[src/rtl/fdc_seq_pkg.sv]
package fdc_seq_pkg;

    // Opcodes recognised by the sequencer
    localparam logic [7:0] OPC_SENSE = 8'h08;
    localparam logic [7:0] OPC_SEEK  = 8'h0F;
    localparam logic [7:0] OPC_READ  = 8'hE6;
    localparam logic [7:0] OPC_RDID  = 8'h0A;

    // Status byte per phase (bit7 ready, bit6 to-host, bit5 non-DMA, bit4 busy)
    localparam logic [7:0] MSR_IDLE  = 8'h80;
    localparam logic [7:0] MSR_PARAM = 8'h90;
    localparam logic [7:0] MSR_EXEC  = 8'h10;
    localparam logic [7:0] MSR_PIO   = 8'hF0;
    localparam logic [7:0] MSR_RES   = 8'hD0;

    // Status-0 codes
    localparam logic [7:0] ST0_SEEK_END = 8'h20;
    localparam logic [7:0] ST0_ABNORMAL = 8'h40;
    localparam logic [7:0] ST0_INVALID  = 8'h80;

    localparam int PARAM_MAX = 8;
    localparam int RES_MAX   = 7;

    typedef enum logic [2:0] {PH_IDLE, PH_PARAM, PH_EXEC, PH_DATA, PH_RESULT} phase_e;
    typedef enum logic [2:0] {C_NONE, C_SENSE, C_SEEK, C_READ, C_RDID, C_BAD} cmd_e;

    // Result bytes, st0 first on the FIFO
    typedef struct packed {
        logic [7:0] st0;
        logic [7:0] st1;
        logic [7:0] st2;
        logic [7:0] cyl;
        logic [7:0] head;
        logic [7:0] sec;
        logic [7:0] size;
    } res7_t;

    function automatic cmd_e decode_op(input logic [7:0] op);
        case (op)
            OPC_SENSE: return C_SENSE;
            OPC_SEEK:  return C_SEEK;
            OPC_READ:  return C_READ;
            OPC_RDID:  return C_RDID;
            default:   return C_BAD;
        endcase
    endfunction

    function automatic logic [3:0] param_len(input cmd_e c);
        case (c)
            C_SEEK:  return 4'd2;
            C_READ:  return 4'd8;
            C_RDID:  return 4'd1;
            default: return 4'd0;
        endcase
    endfunction

    function automatic logic [7:0] pattern_byte(input logic [7:0] sec, input logic [7:0] off_lo);
        return sec ^ off_lo;
    endfunction

endpackage

[src/rtl/fdc_param_store.sv]
module fdc_param_store #(
    parameter int DEPTH = 8,
    parameter int CW    = 4
) (
    input  logic                  clk,
    input  logic                  rst,
    input  logic                  clear,
    input  logic                  push,
    input  logic [7:0]            din,
    output logic [CW-1:0]         count,
    output logic [DEPTH-1:0][7:0] bytes_o
);

    always_ff @(posedge clk) begin
        if (rst || clear) begin
            count <= '0;
        end else if (push) begin
            count <= count + 1'b1;
        end
    end

    for (genvar g = 0; g < DEPTH; g++) begin : g_slot
        logic [7:0] slot_q;
        always_ff @(posedge clk) begin
            if (rst) begin
                slot_q <= '0;
            end else if (push && count == CW'(g)) begin
                slot_q <= din;
            end
        end
        assign bytes_o[g] = slot_q;
    end

endmodule

[src/rtl/fdc_xfer_ctr.sv]
module fdc_xfer_ctr #(
    parameter int MAX_N = 3,
    parameter int OFF_W = 7 + MAX_N
) (
    input  logic             clk,
    input  logic             rst,
    input  logic             start,
    input  logic [7:0]       first_sec,
    input  logic [7:0]       last_sec,
    input  logic [7:0]       size_code,
    input  logic             advance,
    output logic [7:0]       cur_sec,
    output logic [OFF_W-1:0] offset,
    output logic             final_byte
);

    logic [2:0]       n_eff;
    logic [OFF_W-1:0] last_off;
    logic [7:0]       end_sec_q;
    logic             sec_end;

    // Size codes above the supported maximum are clamped
    always_comb begin
        n_eff    = (size_code > 8'(MAX_N)) ? 3'(MAX_N) : size_code[2:0];
        last_off = OFF_W'((128 << n_eff) - 1);
    end

    assign sec_end    = (offset == last_off);
    assign final_byte = advance && sec_end && (cur_sec == end_sec_q);

    always_ff @(posedge clk) begin
        if (rst) begin
            cur_sec   <= '0;
            end_sec_q <= '0;
            offset    <= '0;
        end else if (start) begin
            cur_sec   <= first_sec;
            end_sec_q <= last_sec;
            offset    <= '0;
        end else if (advance) begin
            if (sec_end) begin
                offset  <= '0;
                cur_sec <= cur_sec + 8'd1;
            end else begin
                offset <= offset + 1'b1;
            end
        end
    end

endmodule

[src/rtl/fdc_res_buf.sv]
module fdc_res_buf
    import fdc_seq_pkg::*;
(
    input  logic       clk,
    input  logic       rst,
    input  logic       load,
    input  res7_t      load_val,
    input  logic [2:0] load_len,
    input  logic       pop,
    output logic [7:0] cur,
    output logic       at_last
);

    localparam logic [2:0] TOP_IDX = 3'(RES_MAX - 1);

    res7_t                     q;
    logic [RES_MAX-1:0][7:0]   arr;
    logic [2:0]                idx;
    logic [2:0]                len;
    logic [2:0]                sel;

    always_ff @(posedge clk) begin
        if (rst) begin
            q   <= '0;
            idx <= '0;
            len <= 3'd1;
        end else if (load) begin
            q   <= load_val;
            idx <= '0;
            len <= load_len;
        end else if (pop && !at_last) begin
            idx <= idx + 3'd1;
        end
    end

    assign arr     = q;
    assign sel     = TOP_IDX - idx;
    assign cur     = arr[sel];
    assign at_last = (idx == len - 3'd1);

endmodule

[src/rtl/fdc_cmd_seq.sv]
module fdc_cmd_seq
    import fdc_seq_pkg::*;
#(
    parameter int NUM_DRIVES        = 4,
    parameter int SECTORS_PER_TRACK = 18,
    parameter int MAX_SIZE_CODE     = 3,
    parameter int RDID_DELAY        = 40
) (
    input  logic       clk,
    input  logic       rst,
    input  logic       fifo_wr,
    input  logic [7:0] fifo_wdata,
    input  logic       fifo_rd,
    output logic [7:0] fifo_rdata,
    output logic [7:0] msr,
    input  logic       dma_en,
    input  logic       media_in,
    output logic       irq
);

    localparam int         P_CW  = $clog2(PARAM_MAX + 1);
    localparam int         DLY_W = $clog2(RDID_DELAY + 1);
    localparam int         OFF_W = 7 + MAX_SIZE_CODE;
    localparam logic [7:0] SPT   = 8'(SECTORS_PER_TRACK);

    phase_e                   phase;
    cmd_e                     cmd;
    cmd_e                     cmd_in;
    logic                     irq_q, seek_pend;
    logic [7:0]               seek_st0, seek_cyl;
    logic [DLY_W-1:0]         dly;
    logic [P_CW-1:0]          p_cnt;
    logic [PARAM_MAX-1:0][7:0] prm;

    logic wr_ok, rd_ok, op_accept, prm_push, params_full;
    logic seek_done, rdid_done, go_data, xfer_start, xfer_final;
    logic bad_range, overrun;
    logic [7:0] hd_st0, last_sec, rdid_cyl, xfer_sec;
    logic [OFF_W-1:0] xfer_off;
    logic [7:0] pcn [NUM_DRIVES];

    res7_t      read_res, rdid_res, res_val;
    logic [2:0] res_len;
    logic       res_load, res_last;
    logic [7:0] res_cur;

    // Host handshake gating
    assign wr_ok       = fifo_wr && (phase == PH_IDLE || phase == PH_PARAM);
    assign rd_ok       = fifo_rd && (phase == PH_DATA || phase == PH_RESULT);
    assign cmd_in      = decode_op(fifo_wdata);
    assign op_accept   = wr_ok && (phase == PH_IDLE);
    assign prm_push    = wr_ok && (phase == PH_PARAM);
    assign params_full = prm_push && ((p_cnt + 1'b1) == P_CW'(param_len(cmd)));

    fdc_param_store #(.DEPTH(PARAM_MAX), .CW(P_CW)) u_prm (
        .clk     (clk),
        .rst     (rst),
        .clear   (op_accept),
        .push    (prm_push),
        .din     (fifo_wdata),
        .count   (p_cnt),
        .bytes_o (prm)
    );

    // Read parameter analysis
    assign hd_st0    = {5'b0, prm[0][2:0]};
    assign bad_range = (prm[3] == 8'd0) || (prm[3] > SPT) || (prm[5] < prm[3]);
    assign overrun   = (prm[5] > SPT);
    assign last_sec  = overrun ? SPT : prm[5];
    assign go_data   = media_in && !dma_en && !bad_range;

    assign seek_done  = (phase == PH_EXEC) && (cmd == C_SEEK);
    assign rdid_done  = (phase == PH_EXEC) && (cmd == C_RDID) && (dly == DLY_W'(RDID_DELAY - 1));
    assign xfer_start = (phase == PH_EXEC) && (cmd == C_READ) && go_data;

    // Per-drive present cylinder registers
    for (genvar d = 0; d < NUM_DRIVES; d++) begin : g_drv
        logic [7:0] cyl_q;
        always_ff @(posedge clk) begin
            if (rst) begin
                cyl_q <= '0;
            end else if (seek_done && prm[0][1:0] == 2'(d)) begin
                cyl_q <= prm[1];
            end
        end
        assign pcn[d] = cyl_q;
    end

    always_comb begin
        rdid_cyl = '0;
        for (int d = 0; d < NUM_DRIVES; d++) begin
            if (prm[0][1:0] == 2'(d)) rdid_cyl = pcn[d];
        end
    end

    fdc_xfer_ctr #(.MAX_N(MAX_SIZE_CODE), .OFF_W(OFF_W)) u_xfer (
        .clk        (clk),
        .rst        (rst),
        .start      (xfer_start),
        .first_sec  (prm[3]),
        .last_sec   (last_sec),
        .size_code  (prm[4]),
        .advance    (rd_ok && phase == PH_DATA),
        .cur_sec    (xfer_sec),
        .offset     (xfer_off),
        .final_byte (xfer_final)
    );

    // Result assembly; checks run in priority: media, range, overrun
    always_comb begin
        read_res      = '0;
        read_res.st0  = hd_st0;
        read_res.cyl  = prm[1];
        read_res.head = prm[2];
        read_res.sec  = last_sec;
        read_res.size = prm[4];
        if (!media_in) begin
            read_res.st0 = ST0_ABNORMAL | hd_st0;
            read_res.st1 = 8'h01;
            read_res.sec = prm[3];
        end else if (bad_range) begin
            read_res.st0 = ST0_ABNORMAL | hd_st0;
            read_res.st1 = 8'h04;
            read_res.sec = prm[3];
        end else if (overrun) begin
            read_res.st0 = ST0_ABNORMAL | hd_st0;
            read_res.st1 = 8'h80;
        end
        rdid_res      = '0;
        rdid_res.st0  = hd_st0;
        rdid_res.cyl  = rdid_cyl;
        rdid_res.head = {7'b0, prm[0][2]};
        rdid_res.sec  = 8'd1;
        rdid_res.size = 8'd2;
    end

    always_comb begin
        res_val = '0;
        res_len = 3'(RES_MAX);
        case (phase)
            PH_IDLE: begin
                if (cmd_in == C_SENSE && seek_pend) begin
                    res_val.st0 = seek_st0;
                    res_val.st1 = seek_cyl;   // second byte carries the cylinder
                    res_len     = 3'd2;
                end else begin
                    res_val.st0 = ST0_INVALID;
                    res_len     = 3'd1;
                end
            end
            PH_EXEC: res_val = (cmd == C_RDID) ? rdid_res : read_res;
            default: res_val = read_res;
        endcase
    end

    assign res_load = (op_accept && param_len(cmd_in) == 4'd0)
                   || (phase == PH_EXEC && cmd == C_READ && !go_data)
                   || rdid_done
                   || (phase == PH_DATA && xfer_final);

    fdc_res_buf u_res (
        .clk      (clk),
        .rst      (rst),
        .load     (res_load),
        .load_val (res_val),
        .load_len (res_len),
        .pop      (rd_ok && phase == PH_RESULT),
        .cur      (res_cur),
        .at_last  (res_last)
    );

    // Phase sequencer
    always_ff @(posedge clk) begin
        if (rst) begin
            phase     <= PH_IDLE;
            cmd       <= C_NONE;
            irq_q     <= 1'b0;
            seek_pend <= 1'b0;
            seek_st0  <= '0;
            seek_cyl  <= '0;
            dly       <= '0;
        end else begin
            case (phase)
                PH_IDLE: if (op_accept) begin
                    irq_q     <= 1'b0;
                    seek_pend <= 1'b0;
                    cmd       <= cmd_in;
                    phase     <= (param_len(cmd_in) == 4'd0) ? PH_RESULT : PH_PARAM;
                end
                PH_PARAM: if (params_full) begin
                    phase <= PH_EXEC;
                    dly   <= '0;
                end
                PH_EXEC: begin
                    case (cmd)
                        C_SEEK: begin
                            irq_q     <= 1'b1;
                            seek_pend <= 1'b1;
                            seek_st0  <= ST0_SEEK_END | hd_st0;
                            seek_cyl  <= prm[1];
                            phase     <= PH_IDLE;
                        end
                        C_READ: begin
                            if (go_data) begin
                                phase <= PH_DATA;
                            end else begin
                                phase <= PH_RESULT;
                                irq_q <= 1'b1;
                            end
                        end
                        C_RDID: begin
                            if (rdid_done) begin
                                phase <= PH_RESULT;
                                irq_q <= 1'b1;
                            end else begin
                                dly <= dly + 1'b1;
                            end
                        end
                        default: phase <= PH_IDLE;
                    endcase
                end
                PH_DATA: if (xfer_final) begin
                    phase <= PH_RESULT;
                    irq_q <= 1'b1;
                end
                PH_RESULT: if (rd_ok) begin
                    irq_q <= 1'b0;
                    if (res_last) phase <= PH_IDLE;
                end
                default: phase <= PH_IDLE;
            endcase
        end
    end

    always_comb begin
        case (phase)
            PH_IDLE:   msr = MSR_IDLE;
            PH_PARAM:  msr = MSR_PARAM;
            PH_EXEC:   msr = MSR_EXEC;
            PH_DATA:   msr = MSR_PIO;
            PH_RESULT: msr = MSR_RES;
            default:   msr = MSR_IDLE;
        endcase
        case (phase)
            PH_DATA:   fifo_rdata = pattern_byte(xfer_sec, xfer_off[7:0]);
            PH_RESULT: fifo_rdata = res_cur;
            default:   fifo_rdata = 8'h00;
        endcase
    end

    assign irq = irq_q;

endmodule

[config.mk]
export PLATFORM = sky130hd
export DESIGN_NAME = fdc_cmd_seq
export DESIGN_NICKNAME = d
export VERILOG_FILES = /design/src/rtl/fdc_seq_pkg.sv /design/src/rtl/fdc_param_store.sv /design/src/rtl/fdc_xfer_ctr.sv /design/src/rtl/fdc_res_buf.sv /design/src/rtl/fdc_cmd_seq.sv
export SDC_FILE = /design/constraint.sdc
export NUM_CORES = 1
export LEC_CHECK = 0
export BUFFER_PORTS_ARGS = -buffer_cell sky130_fd_sc_hd__buf_2
export CORE_MARGIN = 5
export CORE_UTILIZATION = 50
export DETAILED_ROUTE_END_ITERATION = 8
export GPL_TIMING_DRIVEN = 0
export PLACE_DENSITY = 0.71
export SYNTH_ARGS = -nofsm -noshare
export SYNTH_HDL_FRONTEND = slang
export SYNTH_SLANG_ARGS = --single-unit
[constraint.sdc]
create_clock -name clk -period 3.3 [get_ports clk]
set_input_delay 0.495 -clock clk [delete_from_list [all_inputs] [get_ports clk]]
set_output_delay 0.495 -clock clk [all_outputs]
set_load 0.02 [all_outputs]
==> results of run 1 <==
-- logic make-up (layout without fill, tap and decap cells) --
logic type,Yosys count,after routing,synth area share (%)
AO/OA/AOI/OAI,225,225,16.72
XOR/XNOR,50,50,5.015
adder cells (fa/ha/maj),17,17,2.361
buffers and inverters,103,182,4.820
flip-flops,183,183,40.67
multiplexers,62,62,9.112
other,1,4,0.04163
AND/OR/NAND/NOR,398,398,21.25
-- stage by stage --
| step | utilization, % | total power (W) | std cells |
|---|---|---|---|
| global placement | 52.92 | 0.002814 | 1296 |
| finish | 60.75 | 0.005112 | 1350 |
| detailed placement | 52.92 | 0.002819 | 1296 |
| global route | 60.75 | 0.005271 | 1350 |
| CTS | 59.81 | 0.005088 | 1349 |
| floorplan | - | 0.002658 | 1042 |
-- flip-flops by register name, indices dropped and copies added (netlist names) --
signal / count
cmd: 3
dly: 6
g_drv.cyl_q: 32
irq: 1
phase: 3
seek_cyl: 8
seek_pend: 1
seek_st0: 4
u_prm.count: 4
u_prm.g_slot.slot_q: 43
u_res.arr: 46
u_res.idx: 3
u_res.len: 3
u_xfer.cur_sec: 8
u_xfer.end_sec_q: 8
u_xfer.offset: 10
-- path summary, 6_finish.rpt --
| check | startpoint | end | slack, ns | depth (start not counted) |
|---|---|---|---|---|
| worst max-delay path | u_prm.g_slot[4].slot_q[4] | u_res.arr[22] | -0.34 | 12 |
| worst min-delay path | fifo_wdata[7] | u_prm.g_slot[5].slot_q[7] | 0.40 | 3 |
| worst max register to register | u_prm.g_slot[4].slot_q[4] | u_res.arr[22] | -0.34 | 12 |
| worst min register to register | u_prm.g_slot[2].slot_q[5] | u_prm.g_slot[2].slot_q[5] | 0.46 | 2 |
-- layout make-up --
class | instances | area (sq um) | area share (%)
well taps | 229 | 286.5 | 2.643
multi-input cells | 756 | 5335 | 49.22
inverters | 16 | 60.06 | 0.5541
clock inverters | 13 | 178.9 | 1.651
clock buffers | 19 | 442.9 | 4.086
plain buffers | 85 | 437.9 | 4.040
flip-flops and latches | 183 | 3666 | 33.82
repair buffers | 49 | 431.7 | 3.982
-- power by group --
| part | switching (W) | internal [W] | leakage, nW | total (W) |
|---|---|---|---|---|
| logic | 0.000405 | 0.000261 | 2.20 | 0.000666 |
| clock network | 0.000978 | 0.00118 | 0.305 | 0.00216 |
| registers | 0.0000397 | 0.00225 | 1.48 | 0.00229 |
-- worst max-delay path: cells and delay by family (launching register included) --
kind	cells	cell delay, ns
and+or+nand+nor	4	1.67
xor gates and xnor gates	1	0.13
buffers and inverters	2	0.32
adders and majority gates	1	0.24
AOI/OAI and AO/OA	4	0.84
DFF	1	0.36
-- cell usage after synthesis, types with 2 or more instances --
master	number
a211o_1	4
a211oi_1	18
a211oi_2	7
a21o_1	5
a21oi_1	95
a22oi_1	18
a311oi_1	4
a31oi_1	7
a32oi_1	3
and2_1	7
and3_1	7
and4b_1	2
buf_1	5
buf_2	8
buf_4	8
clkbuf_1	65
dfxtp_1	183
ha_1	17
inv_1	16
mux2i_1	46
mux4_2	16
nand2_1	107
nand2b_1	9
nand3_1	77
nand3b_1	2
nand4_1	8
nand4b_1	8
nor2_1	101
nor2b_1	4
nor3_1	34
nor3b_1	4
nor4_1	3
nor4b_1	2
o2111ai_1	2
o211ai_1	21
o21ai_0	13
o21ai_1	3
o221ai_1	2
o22ai_1	8
or3_1	10
or4b_2	2
xnor2_1	28
xor2_1	21
-- metal layers --
layer	vias to the layer above	routed length [um]	track usage (%)
met1	3964	11800	37.38
met3	104	2491	6.217
met4	0	1284	12.08
met5	-	0	0
met2	417	12220	41.40
li1	3872	-	-
-- repair_timing --
| item | CTS | global route |
|---|---|---|
| gates resized for setup | 90 | 37 |
| hold buffers | 0 | 0 |
| gates cloned | 5 | 2 |
| setup buffers | 17 | 2 |
| endpoints found under the setup margin | 72 | 76 |
| pin swaps | 54 | 20 |
==> impl_results.md, run 1 <==
* Detail Route Antenna Nets at 0
* Violated checks: negative setup slack
* Static leakage at 3.988 nW
* Total grt overflow at 0
* Crit path launch type: flip-flop
* CP arrival at 4.00 ns
* Number of synthesized flops with an enable pin at 0
* Routed vias/inst at 6.190
* Max-cap violation count at 0
* Async set-reset flop share out of synthesis at 0%
* Fin area at 10840 sq um
* Longest Clk Path Bufs at 2
* Clk_lat worst skew at 0.44 ns
* Slowest-stage cell, CP: or4_4
* Synth Flop Type: dfxtp_1
* Least-Margin Pin Slew at 0.9284 ns
* Mapped cell area at 9007 sq um
* RSZ-0062 raised after global routing: yes
* Die W at 144.2 um
* Worst-path fanout max at 9
* Area growth syn-to-layout at 20.34%
* Post-DP Area at 9442 sq um
* First-pass GRT wire length at 43930 um
* Mapped Cells at 1039
* Buffers on Ports at 25
* Sequential-to-total area share from yosys stat at 40.67%
* Maximum number of pins on one net before global-route repair at 19
* Synth area leaders: dfxtp_1 41%, a21oi_1 5.3%, mux2i_1 5.1%
* # IOs at 31
* CTS tree: built
* Outcome: finished, violations left
* Final WL at 27790 um
* Die height at 144.2 um
* Commonest non-fill, non-tap cell in the layout: dfxtp_1
* Hold Path Class: in -> reg
* Final Hold Viols at 0
* Top cell type's share of synthesized area at 40.67%
* Gpl congestion at 0.9448
* CORE AREA at 17840 sq um
* Hold slack final at 0.3957 ns
* Slew Viols, Final at 0
* Final setup viols at 72
* H-tree levels at 4
* Post-layout minimum cycle time at 3.638 ns
* Tcrit/Tclk final at 110.2%
* DRC at 0
* Maximum clock rate at 274.9 MHz
* Starting Density at 50.49%
* Cell variety after synth at 72
* CTS Buf Count at 17
* Pre-CTS WS at -0.4634 ns
* DR WL/cell at 20.59 um
* Seq cells post-synth at 183
* Detailed placer's ending HPWL at 19020 um
* Die ar. at 20800 sq um
* Layout net count at 1139
* WS Path Type: reg -> reg
* CTS Sinks at 183
* ANT cells at 0
* Final WS setup at -0.3381 ns
* Max_slew headroom at 37.99%
* Synth area leader: dfxtp_1
* # rows at 49
* CP cell instances: or4_4 -> or3_4 -> or3_4 -> ha_4 -> xnor2_2 -> or4_4 -> a211oi_4 -> a221o_1 -> buf_8 -> buf_6 -> o211ai_1 -> a21oi_1
* Clock transition at the registers of the reported paths at 0.07 ns
* TritonRoute pass-1 iters at 5
* Mean Syn Cell Area at 8.669 sq um
* Total number of vias at 8357
* Vias in the first global route at 8055
* Crit path capture type: flip-flop
* Initial antenna violation count at 0
* Most frequent cells in the layout: 181 x dfxtp_1, 99 x nor2_1, 99 x nand2_1
* Global Route Usage Sum at 27.30%
* Clock skew at 0.01245 ns
* Max IR drop VDD at 0.3733 mV
* PD cells at 471.6 nW/um^2
* Clock Tree Root: clkbuf_16
* YS warnings at 0
* Max incr delay on CP at 0.53 ns
* Setup_tns at -14.94 ns
* Fillers at 1508
* Critical path data required time at 3.66 ns
* Layout cells sized above 1 at 17.84%
* Initial DRC count at 835
Note: power is estimated with default switching activity, not from simulation.
==> inputs of run 2 (changes only) <==
--- a/config.mk
+++ b/config.mk
@@ -10,7 +10,7 @@
 export CORE_UTILIZATION = 50
 export DETAILED_ROUTE_END_ITERATION = 8
 export GPL_TIMING_DRIVEN = 0
-export PLACE_DENSITY = 0.71
+export PLACE_DENSITY = 0.69
 export SYNTH_ARGS = -nofsm -noshare
 export SYNTH_HDL_FRONTEND = slang
 export SYNTH_SLANG_ARGS = --single-unit
==> run 2 against run 1 <==
  * The flow still finishes with violations (negative setup slack)
  * Clock skew is 0.0022 ns lower
  * Register-to-register slack hardly changed
  * First-iteration DRC count increased by 4.7%
  * Maximum frequency down 0.18%
  * Core utilization down 1.3 points
  * Combinational power decreased by 8.1%
  * Clock-buffer cell count shrank 1
  * Via count decreased by 1.9%
  * Wire length down 0.67%
  * Setup slack worse by 0.0066 ns
  * Sequential power is essentially flat
  * Critical endpoint is now u_res.arr[17]
  * Largest cell class unchanged
==> impl_results.md, run 2 (synthesized netlist as in run 1, its figures left out) <==
* Max reg flops at 46 (unchanged)
* Fin area at 10600 sq um (was 10840 sq um)
* PD cells at 463.0 nW/um^2 (was 471.6 nW/um^2)
* Clock transition at the registers of the reported paths at 0.07 ns (about the same)
* H-tree levels at 4 (unchanged)
* DR WL/cell at 20.47 um (was 20.59 um)
* Maximum number of pins on one net before global-route repair at 18 (was 19)
* Crit path capture type: flip-flop (unchanged)
* Vias in the first global route at 7479 (was 8055)
* CP cell instances: or4_4 -> or3_4 -> or3_4 -> ha_4 -> xnor2_1 -> or4_4 -> a211oi_4 -> a221o_1 -> buf_6 -> buf_6 -> o211ai_1 -> a21oi_1 (was or4_4 -> or3_4 -> or3_4 -> ha_4 -> xnor2_2 -> or4_4 -> a211oi_4 -> a221o_1 -> buf_8 -> buf_6 -> o211ai_1 -> a21oi_1)
* Maximum clock rate at 274.4 MHz (was 274.9 MHz)
* Final Hold Viols at 0 (unchanged)
* Most frequent cells in the layout: 180 x dfxtp_1, 100 x nand2_1, 98 x nor2_1 (was 181 x dfxtp_1, 99 x nor2_1, 99 x nand2_1)
* Initial DRC count at 874 (was 835)
* Clock Tree Root: clkbuf_16 (unchanged)
* CTS Buf Count at 17 (unchanged)
* Area growth syn-to-layout at 17.72% (was 20.34%)
* Starting Density at 50.49% (unchanged)
* RSZ-0062 raised after global routing: yes (unchanged)
* Die ar. at 20800 sq um (unchanged)
* Pre-CTS WS at -0.4212 ns (was -0.4634 ns)
* Hold slack final at 0.3858 ns (was 0.3957 ns)
* Slowest-stage cell, CP: or4_4 (unchanged)
* Total number of vias at 8202 (was 8357)
* Setup_tns at -15.07 ns (was -14.94 ns)
* WS Path Type: reg -> reg (unchanged)
* Max_slew headroom at 33.93% (was 37.99%)
* Detailed placer's ending HPWL at 19180 um (was 19020 um)
* Die W at 144.2 um (unchanged)
* Slew Viols, Final at 0 (unchanged)
* Initial antenna violation count at 0 (unchanged)
* Final setup viols at 68 (was 72)
* Buffers on Ports at 25 (unchanged)
* # rows at 49 (unchanged)
* Setup slack, reg-to-reg at -0.34 ns (about the same)
* CTS Sinks at 183 (unchanged)
* TritonRoute pass-1 iters at 7 (was 5)
* CP arrival at 4.01 ns (was 4.00 ns)
* Clk_lat worst skew at 0.44 ns (about the same)
* Global Route Usage Sum at 26.26% (was 27.30%)
* DRC at 0 (unchanged)
* CTS tree: built (unchanged)
* Tcrit/Tclk final at 110.4% (was 110.2%)
* Longest Clk Path Bufs at 2 (unchanged)
* Max IR drop VDD at 0.3979 mV (was 0.3733 mV)
* Commonest non-fill, non-tap cell in the layout: dfxtp_1 (unchanged)
* Post-DP Area at 9442 sq um (unchanged)
* Layout net count at 1138 (was 1139)
* Hold Path Class: in -> reg (unchanged)
* Gpl congestion at 0.9382 (was 0.9448)
* Outcome: finished, violations left (unchanged)
* First-pass GRT wire length at 41610 um (was 43930 um)
* Post-layout minimum cycle time at 3.645 ns (was 3.638 ns)
* Static leakage at 3.891 nW (was 3.988 nW)
* Clock skew at 0.01021 ns (was 0.01245 ns)
* Crit path buf inv count at 2 (unchanged)
* Crit path launch type: flip-flop (unchanged)
* Die height at 144.2 um (unchanged)
* Least-Margin Pin Slew at 0.9891 ns (was 0.9284 ns)
* Max-cap violation count at 0 (unchanged)
* Final WL at 27610 um (was 27790 um)
* Max incr delay on CP at 0.56 ns (was 0.53 ns)
* Final Util at 59.44% (was 60.75%)
* Total grt overflow at 0 (unchanged)
* # IOs at 31 (unchanged)
* Routed vias/inst at 6.080 (was 6.190)
* CORE AREA at 17840 sq um (unchanged)
* Worst-path fanout max at 7 (was 9)
* Final WS setup at -0.3447 ns (was -0.3381 ns)
* ANT cells at 0 (unchanged)
* Detail Route Antenna Nets at 0 (unchanged)
* CP delay by family, top: simple AND/OR/NAND/NOR gates (unchanged)
* Violated checks: negative setup slack (unchanged)
* CTS Hold Bufs at 0 (unchanged)
* Critical path data required time at 3.66 ns (about the same)
* Layout cells sized above 1 at 16.25% (was 17.84%)
-- run 2: cell count changes in the layout (fill, tap and decap cells not counted), sizes merged --
cell / previous run / this run
clkinvlp: 0 / 4
inv: 24 / 21
bufinv: 2 / 1
buf: 71 / 67
clkinv: 3 / 4
clkbuf: 82 / 84
-- run 2: per-stage QoR --
| step | total power [W] | std cells |
|---|---|---|
| CTS | 0.004834 | 1342 |
| finish | 0.004910 | 1349 |
| global placement | 0.002817 | 1296 |
| floorplan | 0.002658 | 1042 |
| detailed placement | 0.002822 | 1296 |
| global route | 0.005057 | 1349 |
-- run 2: area by class of cell --
class	count	area, sq um
fillers	1592	7237
flip-flops and latches	183	3667
multi-input cells	756	5199
repair buffers	48	389.1
clock inverters	14	145.1
inverters	16	60.06
well taps	229	286.5
clock buffers	18	429.2
plain buffers	85	427.9
-- run 2: what timing repair did --
| action | 4_1_cts | 5_1_grt |
|---|---|---|
| resized for setup | 45 | 53 |
| setup endpoints to repair | 72 | 78 |
| setup buffers | 14 | 4 |
| pin swaps | 35 | 31 |
| gates cloned | 1 | 4 |
-- run 2: worst paths after layout --
path | start | end | depth (start not counted)
worst min register to register | seek_st0[1] | seek_st0[1] | 2
worst min-delay path | fifo_wdata[6] | u_prm.g_slot[1].slot_q[6] | 3
worst max-delay path | u_prm.g_slot[4].slot_q[4] | u_res.arr[17] | 12
worst max register to register | u_prm.g_slot[4].slot_q[4] | u_res.arr[17] | 12
-- run 2: per-layer routing --
layer  vias to the layer above  share of wire, %  routed length (um)  GRT usage (%)
met5                         -                 0                   0              0
met4                         0               3.3                 898          10.16
met3                        66               7.8                2158          4.729
met2                       341                44               12230          39.44
met1                      3947                45               12320          37.68
li1                       3848                 -                   -              -
-- run 2: worst min-delay path: stages --
cell	delay (ns)
buf_2	0.16
nand3_1	0.08
a21oi_1	0.05
-- run 2: power breakdown --
part           switching (W)  total (W)  internal [W]  leakage, nW
sequential         0.0000341    0.00228       0.00225         1.48
combinational       0.000381   0.000612      0.000231         2.14
clock               0.000954    0.00201       0.00106        0.269
total                0.00137    0.00491       0.00354         3.89
